<file path="config.mk">
export PLATFORM = sky130hd
export DESIGN_NAME = bus_recovery_seq
export DESIGN_NICKNAME = d
export VERILOG_FILES = /design/src/rtl/busrec_pkg.sv /design/src/rtl/busrec_timing.sv /design/src/rtl/busrec_fsm.sv /design/src/rtl/busrec_lines.sv /design/src/rtl/bus_recovery_seq.sv
export SDC_FILE = /design/constraint.sdc
export NUM_CORES = 1
export LEC_CHECK = 0
export BUFFER_PORTS_ARGS = -buffer_cell sky130_fd_sc_hd__buf_2
export CORE_MARGIN = 4
export CORE_UTILIZATION = 37
export CTS_CLUSTER_SIZE = 30
export DETAILED_ROUTE_END_ITERATION = 16
export PLACE_DENSITY = 0.6
export SYNTH_ARGS = -nofsm -noshare
export SYNTH_HDL_FRONTEND = slang
export SYNTH_SLANG_ARGS = --single-unit
export TNS_END_PERCENT = 50
</file>
<file path="constraint.sdc">
create_clock -name clk -period 4.1 [get_ports clk]
set_input_delay 0.205 -clock clk [delete_from_list [all_inputs] [get_ports clk]]
set_output_delay 0.205 -clock clk [all_outputs]
set_load 0.1 [all_outputs]
</file>
<file path="src/rtl/busrec_pkg.sv">
package busrec_pkg;

    localparam int unsigned DUR_W      = 16;
    localparam int unsigned NUM_CLOCKS = 9;

    typedef logic [DUR_W-1:0] dur_t;

    typedef enum logic [3:0] {
        PH_IDLE,
        PH_SETUP_A,
        PH_HOLD_A,
        PH_DROP,
        PH_LOW,
        PH_HIGH,
        PH_SETUP_B,
        PH_HOLD_B,
        PH_STOP_SU,
        PH_FREE
    } phase_e;

    typedef struct packed {
        dur_t low;
        dur_t high;
        dur_t su_sta;
        dur_t hd_sta;
        dur_t su_sto;
        dur_t free;
    } timing_t;

    typedef struct packed {
        logic scl_pull;
        logic sda_pull;
    } lines_t;

    // Line levels held during each phase (1 = pulled low).
    function automatic lines_t phase_lines(phase_e ph);
        lines_t l;
        l = '{scl_pull: 1'b0, sda_pull: 1'b0};
        case (ph)
            PH_HOLD_A, PH_HOLD_B, PH_STOP_SU: l.sda_pull = 1'b1;
            PH_DROP:                          l = '{scl_pull: 1'b1, sda_pull: 1'b1};
            PH_LOW:                           l.scl_pull = 1'b1;
            default:                          l = '{scl_pull: 1'b0, sda_pull: 1'b0};
        endcase
        return l;
    endfunction

    // Number of cycles spent in a phase.
    function automatic dur_t phase_len(phase_e ph, timing_t t);
        case (ph)
            PH_SETUP_A, PH_SETUP_B: return t.su_sta;
            PH_HOLD_A,  PH_HOLD_B:  return t.hd_sta;
            PH_LOW:                 return t.low;
            PH_HIGH:                return t.high;
            PH_STOP_SU:             return t.su_sto;
            PH_FREE:                return t.free;
            default:                return dur_t'(1);
        endcase
    endfunction

endpackage

</file>
<file path="src/rtl/busrec_timing.sv">
module busrec_timing
    import busrec_pkg::*;
#(
    parameter int unsigned SLOW_LOW  = 130,
    parameter int unsigned SLOW_HIGH = 60,
    parameter int unsigned SLOW_SU   = 60,
    parameter int unsigned SLOW_HD   = 60,
    parameter int unsigned SLOW_STO  = 60,
    parameter int unsigned SLOW_FREE = 130,
    parameter int unsigned FAST_LOW  = 60,
    parameter int unsigned FAST_HIGH = 40,
    parameter int unsigned FAST_SU   = 25,
    parameter int unsigned FAST_HD   = 25,
    parameter int unsigned FAST_STO  = 25,
    parameter int unsigned FAST_FREE = 50
) (
    input  logic    clk,
    input  logic    rst,
    input  logic    load,
    input  logic    fast_in,
    output timing_t tim
);

    localparam timing_t SLOW_SET = '{
        low: dur_t'(SLOW_LOW), high: dur_t'(SLOW_HIGH), su_sta: dur_t'(SLOW_SU),
        hd_sta: dur_t'(SLOW_HD), su_sto: dur_t'(SLOW_STO), free: dur_t'(SLOW_FREE)};
    localparam timing_t FAST_SET = '{
        low: dur_t'(FAST_LOW), high: dur_t'(FAST_HIGH), su_sta: dur_t'(FAST_SU),
        hd_sta: dur_t'(FAST_HD), su_sto: dur_t'(FAST_STO), free: dur_t'(FAST_FREE)};

    logic mode_q;
    logic mode_eff;

    always_ff @(posedge clk) begin
        if (rst)       mode_q <= 1'b0;
        else if (load) mode_q <= fast_in;
    end

    // On the launch cycle the fresh mode is used so the first phase count is right.
    assign mode_eff = load ? fast_in : mode_q;
    assign tim      = mode_eff ? FAST_SET : SLOW_SET;

endmodule

</file>
<file path="src/rtl/busrec_fsm.sv">
module busrec_fsm
    import busrec_pkg::*;
(
    input  logic    clk,
    input  logic    rst,
    input  logic    trig,
    input  timing_t tim,
    output phase_e  phase,
    output phase_e  phase_nxt,
    output logic    launch,
    output logic    done
);

    localparam int unsigned CLK_W = $clog2(NUM_CLOCKS + 1);

    dur_t             cnt;
    logic [CLK_W-1:0] clk_idx;
    logic             expired;

    assign expired = (cnt == '0);
    assign launch  = (phase == PH_IDLE) && trig;

    always_comb begin
        phase_nxt = phase;
        case (phase)
            PH_IDLE:    if (trig)    phase_nxt = PH_SETUP_A;
            PH_SETUP_A: if (expired) phase_nxt = PH_HOLD_A;
            PH_HOLD_A:  if (expired) phase_nxt = PH_DROP;
            PH_DROP:    if (expired) phase_nxt = PH_LOW;
            PH_LOW:     if (expired) phase_nxt = PH_HIGH;
            PH_HIGH:    if (expired) phase_nxt = (clk_idx == CLK_W'(NUM_CLOCKS - 1))
                                                 ? PH_SETUP_B : PH_LOW;
            PH_SETUP_B: if (expired) phase_nxt = PH_HOLD_B;
            PH_HOLD_B:  if (expired) phase_nxt = PH_STOP_SU;
            PH_STOP_SU: if (expired) phase_nxt = PH_FREE;
            PH_FREE:    if (expired) phase_nxt = PH_IDLE;
            default:                 phase_nxt = PH_IDLE;
        endcase
    end

    always_ff @(posedge clk) begin
        if (rst) begin
            phase   <= PH_IDLE;
            cnt     <= '0;
            clk_idx <= '0;
            done    <= 1'b0;
        end else begin
            phase <= phase_nxt;
            done  <= (phase == PH_FREE) && (phase_nxt == PH_IDLE);
            if (phase_nxt != phase)
                cnt <= phase_len(phase_nxt, tim) - dur_t'(1);
            else if (!expired)
                cnt <= cnt - dur_t'(1);
            if (phase == PH_HIGH && phase_nxt == PH_LOW)
                clk_idx <= clk_idx + CLK_W'(1);
            else if (phase_nxt == PH_IDLE)
                clk_idx <= '0;
        end
    end

    // the end pulse lasts one cycle
    a_r5_done_one_cycle: assert property (@(posedge clk) disable iff (rst)
        done |=> !done);

    // the end pulse only follows the bus-free interval
    a_r5_done_after_free: assert property (@(posedge clk) disable iff (rst)
        done |-> $past(phase) == PH_FREE);

    // a running sequence is never restarted
    a_r7_no_restart: assert property (@(posedge clk) disable iff (rst)
        (phase != PH_IDLE && phase != PH_SETUP_A) |=> phase != PH_SETUP_A);

    // never more than nine clock pulses
    a_r3_clock_bound: assert property (@(posedge clk) disable iff (rst)
        (phase == PH_LOW) |-> clk_idx < CLK_W'(NUM_CLOCKS));

    // timing set is frozen while a sequence runs
    a_r6_timing_frozen: assert property (@(posedge clk) disable iff (rst)
        (phase != PH_IDLE && $past(phase) != PH_IDLE) |-> $stable(tim));

endmodule

</file>
<file path="src/rtl/busrec_lines.sv">
module busrec_lines
    import busrec_pkg::*;
(
    input  logic   clk,
    input  logic   rst,
    input  phase_e phase_nxt,
    output logic   scl_oe,
    output logic   sda_oe
);

    lines_t lvl_d;
    lines_t lvl_q;

    assign lvl_d = phase_lines(phase_nxt);

    always_ff @(posedge clk) begin
        if (rst) lvl_q <= '{scl_pull: 1'b0, sda_pull: 1'b0};
        else     lvl_q <= lvl_d;
    end

    assign scl_oe = lvl_q.scl_pull;
    assign sda_oe = lvl_q.sda_pull;

    // at most one line moves per cycle
    a_r8_single_line_move: assert property (@(posedge clk) disable iff (rst)
        !((scl_oe != $past(scl_oe)) && (sda_oe != $past(sda_oe))));

    // data line is released only while the clock line is held low
    a_r3_sda_release_under_low: assert property (@(posedge clk) disable iff (rst)
        ($fell(sda_oe) && $past(scl_oe)) |-> scl_oe);

endmodule

</file>
<file path="src/rtl/bus_recovery_seq.sv">
module bus_recovery_seq
    import busrec_pkg::*;
#(
    parameter int unsigned SLOW_LOW  = 130,
    parameter int unsigned SLOW_HIGH = 60,
    parameter int unsigned SLOW_SU   = 60,
    parameter int unsigned SLOW_HD   = 60,
    parameter int unsigned SLOW_STO  = 60,
    parameter int unsigned SLOW_FREE = 130,
    parameter int unsigned FAST_LOW  = 60,
    parameter int unsigned FAST_HIGH = 40,
    parameter int unsigned FAST_SU   = 25,
    parameter int unsigned FAST_HD   = 25,
    parameter int unsigned FAST_STO  = 25,
    parameter int unsigned FAST_FREE = 50
) (
    input  logic clk,
    input  logic rst,
    input  logic trig,
    input  logic fast_mode,
    output logic scl_oe,
    output logic sda_oe,
    output logic done
);

    timing_t tim;
    phase_e  phase;
    phase_e  phase_nxt;
    logic    launch;

    busrec_timing #(
        .SLOW_LOW(SLOW_LOW), .SLOW_HIGH(SLOW_HIGH), .SLOW_SU(SLOW_SU),
        .SLOW_HD(SLOW_HD), .SLOW_STO(SLOW_STO), .SLOW_FREE(SLOW_FREE),
        .FAST_LOW(FAST_LOW), .FAST_HIGH(FAST_HIGH), .FAST_SU(FAST_SU),
        .FAST_HD(FAST_HD), .FAST_STO(FAST_STO), .FAST_FREE(FAST_FREE)
    ) u_timing (
        .clk(clk), .rst(rst), .load(launch), .fast_in(fast_mode), .tim(tim)
    );

    busrec_fsm u_fsm (
        .clk(clk), .rst(rst), .trig(trig), .tim(tim),
        .phase(phase), .phase_nxt(phase_nxt), .launch(launch), .done(done)
    );

    busrec_lines u_lines (
        .clk(clk), .rst(rst), .phase_nxt(phase_nxt),
        .scl_oe(scl_oe), .sda_oe(sda_oe)
    );

    // lines released while idle
    a_r1_idle_released: assert property (@(posedge clk) disable iff (rst)
        (phase == PH_IDLE) |-> (!scl_oe && !sda_oe));

endmodule

</file>
# Word-level counts from Yosys, hierarchy flattened
# Index checks and enable logic that the tools add are counted.
classes:
  eq_ne: 21
  add_sub_neg: 3
  mux: 23
  reduce_logical: 11
op_table:
  columns: ["op", "n"]
  rows:
  - ["$pmux W16 S6", 1]
  - ["$mux W88", 1]
  - ["$mux W16", 4]
  - ["$mux W4", 12]
  - ["$pmux W4 S10", 1]
  - ["$eq A4 B3 Y1 const B", 8]
  - ["$sub A16 B1 Y16 const B", 2]
  - ["$eq A4 B4 Y1 const B", 5]
  - ["$eq A4 B2 Y1 const B", 4]
  - ["$logic_not A16 Y1", 1]
  - ["$eq A4 B1 Y1 const B", 2]
  - ["$logic_not A4 Y1", 2]
  - ["$reduce_or A2 Y1", 3]
  - ["$add A4 B1 Y4 const B", 1]
  - ["$ne A4 B4 Y1", 1]
  - ["$reduce_or A4 Y1", 1]
  - ["$logic_and A1 B1 Y1", 3]
  - ["$mux W1", 3]
  - ["$mux W2", 1]
  - ["$ne A2 B2 Y1 const B", 1]
  - ["$reduce_bool A2 Y1", 1]
word_totals:
  regBits: 28
  wordCells: 65

# Depth between registers and ports, before layout
# Gate-level depths: netlist of run 1.
logic_depth:
  word_depth: 11
  ltp_mapped: 14
  ltp_nobuf: 13

# Modules after synthesis
# Synthesis of run 1 repeated with hierarchy kept, for this count alone.
unflattened:
  hier_cells: 530
  area_unflattened_um2: 3803.6
by_module_without_submodules:
  columns: ["module", "cells_per_inst", "seq_area_each_um2", "n_inst", "area_per_inst_um2"]
  rows:
  - ["busrec_fsm", 419, 500.5, 1, 2947.8]
  - ["busrec_timing", 101, 20.0, 1, 762.0]
  - ["busrec_lines", 10, 40.0, 1, 93.8]

# Least setup slack after synthesis of run 1
# OpenSTA, ideal clock, no wires.
synth_timing:
  path_kind: "register -> register"
  from: "register u_fsm.cnt[6]"
  to: "register u_fsm.cnt[8]"
  synth_period_minus_slack_ns: 3.343
  arrival_time_ns: 3.220
  setup_ns: 0.123
  path_slack_ns: 0.757
  path_stages_with_launch: 14
  path_cell_list: "dfxtp_1 > nor4_2 > and4_4 > nand3_4 > mux2_4 > buf_6 > nor2_1 > nor2b_1 > a2111oi_0 > a21oi_1 > ha_1 > o2111ai_4 > nor3_4 > mux2_1"
synth_between:
  elab_chain_cells: 10
  elab_cells_between_ends: 30
synth_rtl:
  columns: ["element", "line_no", "source"]
  rows:
  - ["start, declared", "busrec_fsm.sv:16", "dur_t cnt;"]
  - ["start signal, assigned", "busrec_fsm.sv:51", "cnt <= phase_len(phase_nxt, tim) - dur_t'(1);"]
  - ["start signal, assigned", "busrec_fsm.sv:53", "cnt <= cnt - dur_t'(1);"]
  - ["$logic_not A16 Y1", "busrec_fsm.sv:20", "assign expired = (cnt == '0);"]
  - ["$mux W4, or another cell as far along", "busrec_fsm.sv:36", "PH_FREE: if (expired) phase_nxt = PH_IDLE;"]
  - ["$pmux W4 S10", "busrec_fsm.sv:25", "case (phase)"]
  - ["$eq A4 B2 Y1, or another cell as far along", "busrec_pkg.sv:50", "case (ph)"]
  - ["$reduce_or A2 Y1", "busrec_pkg.sv:50", null]
  - ["$pmux W16 S6", "busrec_pkg.sv:50", null]
  - ["$mux W16", "busrec_fsm.sv:50", "if (phase_nxt != phase)"]
  - ["$mux W16", "busrec_fsm.sv:42", "if (rst) begin"]
  - ["$sub A16 B1 Y16", "busrec_fsm.sv:51", null]
  - ["$mux W16", "busrec_fsm.sv:50", null]
# Several ways; a longest one is shown, not always the timed one. The select of a mux whose other input is x is not followed.
# A chain may end at the register's enable or synchronous reset.

# Worst setup path in the final report of run 1
layout_timing:
  from: "register u_fsm.phase[1]"
  to: "register u_fsm.cnt[9]"
layout_between:
  elab_chain_cells: 9
  elab_cells_between_ends: 41
layout_rtl:
  columns: ["element", "line_no", "source"]
  rows:
  - ["start, declared", "busrec_fsm.sv:8", "output phase_e phase,"]
  - ["start signal, assigned", "busrec_fsm.sv:48", "phase <= phase_nxt;"]
  - ["$eq A4 B4 Y1, or another cell as far along", "busrec_fsm.sv:25", null]
  - ["$pmux W4 S10 / $logic_and A1 B1 Y1 (equally long branches)", "busrec_fsm.sv:25, busrec_fsm.sv:21", null]
  - ["$eq A4 B2 Y1, or another cell as far along", "busrec_pkg.sv:50", null]
  - ["$reduce_or A2 Y1 / $mux W88 (equally long branches)", "busrec_pkg.sv:50, busrec_timing.sv:41", null]
  - ["$pmux W16 S6", "busrec_pkg.sv:50", null]
  - ["$mux W16", "busrec_fsm.sv:50", null]
  - ["$mux W16", "busrec_fsm.sv:42", null]
  - ["$sub A16 B1 Y16", "busrec_fsm.sv:51", null]
  - ["$mux W16", "busrec_fsm.sv:50", null]
# Several ways; a longest one is shown, not always the timed one. The select of a mux whose other input is x is not followed.

==> impl_metrics.tcl, run 1 <==
set metrics [dict create \
    cts_tree "done" \
    hold_viol 0 \
    yosysWarnings 0 \
    clock.fmax_ghz 0.292 \
    tightest_slew_ns 0.682 \
    place_worst_setup_slack_ns 0.694 \
    ant_nets 0 \
    antenna_found_initial 0 \
    synth_common_cells "dfxtp_1, a21oi_1, nor2_1" \
    yosysTopAreaCell "dfxtp_1" \
    ctsHoldBuffers 0 \
    power_per_cell_area_nw_per_um2 846 \
    io_pins 7 \
    ir_drop_mv 0.377 \
    cts_resized 0 \
    clock_path_buffers 2 \
    endpoint_kind "flip-flop" \
    cp.arrival_ns 3.64 \
    synth_top_area_share_pct 29.4 \
    synthDistinctLibCells 67 \
    drive_gt1_share_pct 14.3 \
    clockRootBuffer "clkbuf_8" \
    hold_start "rst" \
    report.final.setup_viol 0 \
    hold_class "input pin to flip-flop" \
    die_h_um 79.8 \
    area_growth_pct 6.88 \
    wirelength_mm 4.55 \
    ys_top_cells_by_area "dfxtp_1, a21oi_1, nor2_1" \
    place_congestion 0.872 \
    track_usage_pct 14.9 \
    syn_nets 228 \
    cts_max_level 1 \
    synthFlopType "dfxtp_1" \
    layout_min_cycle_time_ns 3.43 \
    yosysMostFrequentCell "dfxtp_1" \
    cp.required_ns 4.31 \
    die_w_um 79.8 \
    grt_first_pass_wirelength_mm 7.71 \
    rows 25 \
    post_cts_buffers 0 \
    setup_ws_ns 0.674 \
    avgRoutedWirePerCell_um 15.7 \
    yosysSeqAreaShare_pct 29.4 \
    slew_viol_final 0 \
    start_kind "flip-flop" \
    diodes 0 \
    drt_first_pass_iters 4 \
    drt_iter0_drc 131 \
    numCtsBuffers 3 \
    start_util_pct 39.4 \
    cp_max_fo 14 \
    fin_tns_setup_ns 0 \
    rsz0062_at_grt "false" \
    core_um2 4850 \
    vias_per_cell 5.94 \
    cts_sinks 28 \
    skew_ns 0.00782 \
    clock_latency_ns 0.28 \
    r2r_start "u_fsm.phase[1]" \
    regArea_um2 561 \
    io_buffers 6 \
    cp-startpoint "u_fsm.phase[1]" \
    critPathKind "flip-flop to flip-flop" \
    syn_avg_cell_area_um2 8.64 \
    synth-async-reset-ratio_pct 0 \
    maxCapViolCount 0 \
    grt_pass1_vias 1536 \
    die_area_um2 6370 \
    status "complete, no violations" \
    synthCells 221 \
    overflow 0 \
    maxSlewHeadroom_pct 54.4 \
    multi_input_area_um2 1280 \
    synth_edf_count 0 \
    synth_area_um2 1910 \
    fin_crit_sh_pct 83.6 \
    ys_seq_elements 28 \
    post-dp-hpwl_mm 3.33 \
    vias 1723 \
    p_leak_nw 0.695 \
    route.detailed.drc 0 \
    nets 232 \
    nFillCells 488 \
    grt_max_degree 25 \
    path_clk_slew_ns 0.10 \
]
-- path summary, 6_finish.rpt --
kind,end,depth (start not counted),slack (ns)
min reg2reg,u_fsm.cnt[15],2,0.46
max,u_fsm.cnt[9],9,0.67
min,u_fsm.phase[0],2,0.36
max reg2reg,u_fsm.cnt[9],9,0.67
-- stage by stage --
step	utilization (%)	cell area [um^2]	total power, mW	cells	hold slack, ns
after global routing	42.1	2040	1.86	290	0.385
final	42.1	2040	1.73	290	0.360
after CTS	42.1	2040	1.71	290	0.359
after detailed placement	41.2	2000	1.56	287	0.451
after floorplan	-	1910	1.33	221	0.422
after global placement	41.2	2000	1.56	287	0.448
-- metal layers --
metal	vias to the layer above	wire, um	share of wire [%]	global-route usage (%)
met3	5	158	3.5	2.60
met2	35	2010	44	23.1
li1	856	-	-	-
met4	0	46	1.0	3.72
met5	-	0	0	0
met1	827	2340	51	21.4
-- layout by cell type (no fill, tap or decap), drive strengths merged, types with 4 or more instances in the layout --
cell type	n
buf	9
xnor2	4
a21oi	23
nor3	12
nor2	20
nor2b	5
nand2	18
nand3	6
o31ai	4
and2	4
a22oi	4
o21ai	8
mux2i	4
dfxtp	28
nor4	6
a211oi	9
inv	5
-- critical path, stage by stage, from the launching register on --
cell       delay, ns
dfxtp_1         0.45
or4_1           0.59
nor2_1          0.22
or2_0           0.54
buf_4           0.27
and2_1          0.16
o2111ai_1       0.28
a21oi_1         0.25
or4b_1          0.45
a21oi_1         0.14
-- power by group --
group	leakage, nW	switching, mW	internal, mW
Sequential	0.228	0.0774	0.341
Combinational	0.445	0.727	0.425
Clock	0.0216	0.0889	0.0661
Total	0.695	0.894	0.832
-- cell type report --
class | instances | area share, %
Multi-Input combinational cell | 178 | 62.9
Sequential cell | 28 | 27.5
Clock buffer | 3 | 2.02
Tap cell | 67 | 4.11
Timing Repair Buffer | 9 | 2.58
Inverter | 5 | 0.920
-- cells by family after synthesis --
logic type,after synthesis,share of synthesized area (%)
flip-flops,28,29.4
adder cells (fa/ha/maj),3,1.97
XOR/XNOR,5,2.29
AO/OA/AOI/OAI,79,33.4
AND/OR/NAND/NOR,84,25.5
multiplexers,7,4.06
buffers and inverters,15,3.41
-- sequential cells by signal (all words and copies together), names as in the netlist --
name             count
u_fsm.cnt           16
u_fsm.clk_idx        4
u_fsm.phase          4
u_fsm.done           1
u_lines.scl_oe       1
u_lines.sda_oe       1
u_timing.mode_q      1
(Power assumes the default switching activity.)
==> run 2: changes to the inputs <==
--- a/config.mk
+++ b/config.mk
@@ -5,12 +5,13 @@
 export SDC_FILE = /design/constraint.sdc
 export NUM_CORES = 1
 export LEC_CHECK = 0
+export ABC_AREA = 1
 export BUFFER_PORTS_ARGS = -buffer_cell sky130_fd_sc_hd__buf_2
 export CORE_MARGIN = 4
 export CORE_UTILIZATION = 37
 export CTS_CLUSTER_SIZE = 30
 export DETAILED_ROUTE_END_ITERATION = 16
-export PLACE_DENSITY = 0.6
+export PLACE_DENSITY = 0.62
 export SYNTH_ARGS = -nofsm -noshare
 export SYNTH_HDL_FRONTEND = slang
 export SYNTH_SLANG_ARGS = --single-unit
==> constraint.sdc (replaced) <==
create_clock -name clk -period 3.1 [get_ports clk]
set_input_delay 0.155 -clock clk [delete_from_list [all_inputs] [get_ports clk]]
set_output_delay 0.155 -clock clk [all_outputs]
set_load 0.1 [all_outputs]
==> run 2 against run 1 <==
Largest cell class unchanged. Total power grew 28%. Critical path depth increased by 11. Largest power group unchanged. Non-clock buffer count is 2 higher. Area after synthesis increased by 4.1%. First-iteration DRC count is 6.1% higher. Setup slack lost 0.46 ns. Worst hold slack worse by 0.17 ns. Clock skew about the same. Sequential cell count unchanged.
==> impl_metrics.tcl, run 2 <==
set metrics [dict create \
    synthFlopType "dfxtp_1" \
    largest_register_ffs 16 \
    hold_viol 0 \
    ys_top_cells_by_area "dfxtp_1, nand2_1, nor2_1" \
    vias_per_cell 4.79 \
    diodes 0 \
    place_congestion 0.943 \
    p_sw_mw 1.19 \
    place_worst_setup_slack_ns 0.238 \
    switching_share_pct 53.8 \
    placed_area_um2 2090 \
    maxSlewHeadroom_pct 67.9 \
    grt_pass1_vias 1696 \
    slew_viol_final 0 \
    yosysMostFrequentCell "nand2_1" \
    syn_nets 330 \
    maxCapViolCount 0 \
    rows 26 \
    die_area_um2 6610 \
    clock_path_buffers 2 \
    top_register "u_fsm.cnt" \
    clock_latency_ns 0.28 \
    yosysSeqAreaShare_pct 28.2 \
    route.detailed.drc 0 \
    syn_avg_cell_area_um2 6.16 \
    clock.fmax_ghz 0.347 \
    layout_commonest_cell "nand2_1" \
    power_frac_seq_pct 20.9 \
    core_um2 5170 \
    cts_sinks 28 \
    vias 1936 \
    report.final.setup_viol 0 \
    fin_tns_setup_ns 0 \
    hold_class "input pin to flip-flop" \
    cp.arrival_ns 3.11 \
    post-dp-hpwl_mm 3.56 \
    drt_first_pass_iters 5 \
    synth-async-reset-ratio_pct 0 \
    layout_min_cycle_time_ns 2.89 \
    wirelength_mm 4.82 \
    cts_tree "done" \
    clkPwrFrac_pct 10.7 \
    cp_max_fo 10 \
    whs_ns 0.188 \
    io_buffers 6 \
    regArea_um2 561 \
    avgRoutedWirePerCell_um 11.9 \
    fin_crit_sh_pct 93.1 \
    synthCells 323 \
    skew_ns 0.00756 \
    synth_area_um2 1990 \
    utilization_pct 43.4 \
    nFillCells 548 \
    die_w_um 81.3 \
    final_cell_mix "nand2_1, nor2_1, inv_1" \
    intPower_mw 1.02 \
    synth_edf_count 0 \
    start_util_pct 38.4 \
    fin_area_um2 2250 \
    grt_first_pass_wirelength_mm 7.85 \
    ant_nets 0 \
    drive_gt1_share_pct 17.4 \
    ir_drop_mv 0.347 \
    dp_cells 397 \
    antenna_found_initial 0 \
    yosysWarnings 0 \
    ctsHoldBuffers 0 \
    yosysTopAreaCell "dfxtp_1" \
    cts_max_level 1 \
    clockRootBuffer "clkbuf_8" \
    start_kind "flip-flop" \
    nets 342 \
    setup_ws_ns 0.215 \
    power_mw 2.21 \
    io_pins 7 \
    synth_top_area_share_pct 28.2 \
    ys_seq_elements 28 \
    status "complete, no violations" \
    endpoint_kind "flip-flop" \
    cp.required_ns 3.32 \
    path_clk_slew_ns 0.11 \
    tightest_slew_ns 0.484 \
    area_growth_pct 13.0 \
    p_leak_nw 1.13 \
    combPwrFrac_pct 68.4 \
    drt_iter0_drc 139 \
    critPathKind "flip-flop to flip-flop" \
    largest_registers "u_fsm.cnt (16), u_fsm.clk_idx (4), u_fsm.phase (4)" \
    fin_cells 404 \
    numCtsBuffers 3 \
    synthDistinctLibCells 33 \
    power_per_cell_area_nw_per_um2 983 \
    synth_common_cells "nand2_1, nor2_1, inv_1" \
    multi_input_area_um2 1290 \
    overflow 0 \
    die_h_um 81.3 \
    grt_max_degree 16 \
    track_usage_pct 15.3 \
]
==> run 2: final cells by class <==
class	instances	share of cell area, %
well taps	70	3.90
multi-input cells	242	57.5
repair buffers	11	3.01
flip-flops and latches	28	24.9
clock buffers	4	2.45
inverters	49	8.18
==> run 2: worst paths after layout <==
check / from / cells after the start / to / slack, ns
worst max-delay path: u_fsm.cnt[13] / 20 / u_fsm.cnt[6] / 0.21
worst min-delay path: fast_mode / 3 / u_timing.mode_q / 0.19
worst max register to register: u_fsm.cnt[13] / 20 / u_fsm.cnt[6] / 0.21
worst min register to register: u_fsm.clk_idx[3] / 2 / u_fsm.clk_idx[3] / 0.50
==> run 2: power by group through the flow <==
stage	combinational, mW	clock (mW)	sequential [mW]
floorplan	1.13	0	0.486
global route	1.69	0.256	0.467
finish	1.51	0.236	0.461
global placement	1.39	0	0.465
CTS	1.39	0.245	0.457
detailed placement	1.39	0	0.464
==> run 2: worst max-delay path, stage by stage, from the launching register on <==
cell and delay [ns]:
dfxtp_1 0.34, nor2_2 0.13, nand2_1 0.10, nor2_4 0.20, nand3_1 0.18, nand3_4 0.15, nand2_4 0.07, buf_4 0.15
xor2_2 0.15, nand3_4 0.13, o21ai_1 0.08, nor2_1 0.13, nor2_2 0.09, inv_1 0.09, ha_2 0.19, nand3_2 0.11
nor2_4 0.20, nand3_1 0.12, nand2_1 0.07, nand2_1 0.05, nor2_1 0.08
==> run 2: routing by layer <==
layer | wire length [um] | GRT usage (%) | vias up | share of wire, %
met5 | 0 | 0 | - | 0
met4 | 46 | 2.70 | 0 | 0.95
met3 | 181 | 3.22 | 6 | 3.8
met2 | 2230 | 25.0 | 33 | 46
met1 | 2360 | 20.7 | 873 | 49
li1 | - | - | 1024 | -
==> run 2: logic make-up (layout without fill, tap and decap cells) <==
| family | after synthesis | after routing | share of synthesized area, % |
|---|---|---|---|
| xor+xnor | 5 | 5 | 2.58 |
| fa+ha+maj | 3 | 3 | 1.89 |
| compound gates | 27 | 27 | 8.62 |
| flops | 28 | 28 | 28.2 |
| buf+inv | 53 | 64 | 10.8 |
| simple gates | 207 | 207 | 47.9 |
==> run 2: repair_timing <==
| action | in CTS | in global routing |
|---|---|---|
| endpoints found under the setup margin | 0 | 6 |
| buffers inserted | 0 | 3 |
| resized for setup | 0 | 19 |
==> run 3: changes to the inputs <==
--- a/config.mk
+++ b/config.mk
@@ -11,6 +11,7 @@
 export CORE_UTILIZATION = 37
 export CTS_CLUSTER_SIZE = 30
 export DETAILED_ROUTE_END_ITERATION = 16
+export MAX_ROUTING_LAYER = met4
 export PLACE_DENSITY = 0.62
 export SYNTH_ARGS = -nofsm -noshare
 export SYNTH_HDL_FRONTEND = slang
==> run 3 against run 2 <==
Die area unchanged. Sequential cell count unchanged. Design area increased by 3.2%. Utilization increased by 1.4 points. Sequential share of layout area decreased by 0.71 points. Final cell count increased by 0.50%. Register-to-register slack about the same. Via count increased by 1.1%. Worst hold slack got worse by 0.00074 ns. Wire length increased by 2.8%. Combinational power increased by 7%. Largest cell class unchanged. Largest power group unchanged.
==> impl_metrics.tcl, run 3 (same netlist as run 2, synthesis figures left out) <==
set metrics [dict create \
    start_util_pct 38.4 \
    cts_max_level 1 \
    track_usage_pct 16.4 \
    p_leak_nw 1.15 \
    avgRoutedWirePerCell_um 12.2 \
    core_um2 5170 \
    fin_crit_sh_pct 93.4 \
    antenna_found_initial 0 \
    layout_commonest_cell "nand2_1" \
    slowest_stage "dfxtp_1" \
    drive_gt1_share_pct 20.5 \
    crit_family "simple AND/OR/NAND/NOR gates" \
    io_pins 7 \
    utilization_pct 44.8 \
    cts_tree "done" \
    nets 344 \
    endpoint_kind "flip-flop" \
    nFillCells 536 \
    route.detailed.drc 0 \
    cp_max_fo 10 \
    top_register "u_fsm.cnt" \
    wirelength_mm 4.95 \
    status "complete, no violations" \
    maxCapViolCount 0 \
    power_mw 2.32 \
    clock.fmax_ghz 0.346 \
    start_kind "flip-flop" \
    final_cell_mix "nand2_1, nor2_1, inv_1" \
    path_clk_slew_ns 0.11 \
    post-dp-hpwl_mm 3.62 \
    numCtsBuffers 3 \
    die_area_um2 6610 \
    reg2reg_to "u_fsm.cnt[8]" \
    die_h_um 81.3 \
    cp.depth 20 \
    critPathCapture "u_fsm.cnt[8]" \
    rows 26 \
    diodes 0 \
    vias 1957 \
    overflow 0 \
    report.final.setup_viol 0 \
    cts_sinks 28 \
    ir_drop_mv 0.300 \
    power_per_cell_area_nw_per_um2 999 \
    crit_buf_inv 2 \
    placed_area_um2 2090 \
    slew_viol_final 0 \
    vias_per_cell 4.82 \
    hold_class "input pin to flip-flop" \
    die_w_um 81.3 \
    clock_latency_ns 0.29 \
    r2r_cells 20 \
    fin_area_um2 2320 \
    io_buffers 6 \
    drt_first_pass_iters 4 \
    place_congestion 0.890 \
    grt_pass1_vias 1812 \
    tightest_slew_ns 0.487 \
    hold_start "fast_mode" \
    cp.arrival_ns 3.13 \
    slowest_delay_ns 0.33 \
    layout_min_cycle_time_ns 2.89 \
    r2r_slack_ns 0.21 \
    cp.required_ns 3.34 \
    area_growth_pct 16.6 \
    r2r_start "u_fsm.cnt[1]" \
    clockRootBuffer "clkbuf_8" \
    grt_first_pass_wirelength_mm 8.18 \
    grt_max_degree 16 \
    cp-startpoint "u_fsm.cnt[1]" \
    largest_register_ffs 16 \
    hold_viol 0 \
    skew_ns 0.00653 \
    maxSlewHeadroom_pct 67.8 \
    holdPathStages 3 \
    drt_iter0_drc 104 \
    clock_path_buffers 2 \
    ctsHoldBuffers 0 \
    ant_nets 0 \
    path_cells "nor2_1 > nand2_1 > nor2_4 > buf_4 > nand3_1 > nand3_4 > nand2_4 > xor2_2 > nand3_4 > o21ai_1 > nor2_1 > nor2_2 > inv_1 > ha_2 > nand3_4 > nor2_4 > nand3_1 > nand2_1 > nand2_1 > nor2_1" \
    critPathKind "flip-flop to flip-flop" \
    largest_registers "u_fsm.cnt (16), u_fsm.clk_idx (4), u_fsm.phase (4)" \
]
==> run 3: cell type report <==
class	instances	area, um^2	share of cell area (%)
multi-input combinational	242	1350	58.1
sequential	28	562	24.2
inverter	49	184	7.93
tap	70	87.6	3.78
timing repair buffer	13	82.6	3.56
clock buffer	4	55.1	2.37
==> run 3: metal layers <==
metal / share of wire, % / GRT usage [%] / vias up
li1: - / - / 1026
met1: 50 / 21.8 / 879
met2: 44 / 25.4 / 45
met3: 3.8 / 2.22 / 7
met4: 1.5 / 5.74 / 0
met5: 0 / - / -
==> run 3: power breakdown <==
part / switching [mW] / internal (mW)
clock network: 0.128 / 0.114
registers: 0.0350 / 0.423
logic: 1.08 / 0.535
==> run 3: tightest hold or removal path, cell delays in order <==
cell and delay, ns:
buf_2 0.10, o21ai_4 0.09, nor2_1 0.10
==> run 3: metrics by stage <==
stage | hold WS, ns | worst slack (ns) | setup TNS (ns) | std cells
finish | 0.187 | 0.206 | 0 | 406
global route | 0.196 | -0.0528 | -0.107 | 406
CTS | 0.165 | 0.153 | 0 | 401
detailed placement | 0.467 | 0.214 | 0 | 397
global placement | 0.470 | 0.237 | 0 | 397
floorplan | 0.232 | 0.589 | 0 | 323
==> run 3: how the worst min path moves through the flow <==
stage / end
finish: u_timing.mode_q
floorplan: u_fsm.done
detailed placement: u_timing.mode_q
global route: u_timing.mode_q
CTS: u_timing.mode_q
global placement: u_timing.mode_q
==> run 3: repair_timing <==
| action | 4_1_cts | 5_1_grt |
|---|---|---|
| resized for setup | 0 | 31 |
| setup endpoints to repair | 0 | 6 |
| buffers inserted | 0 | 5 |
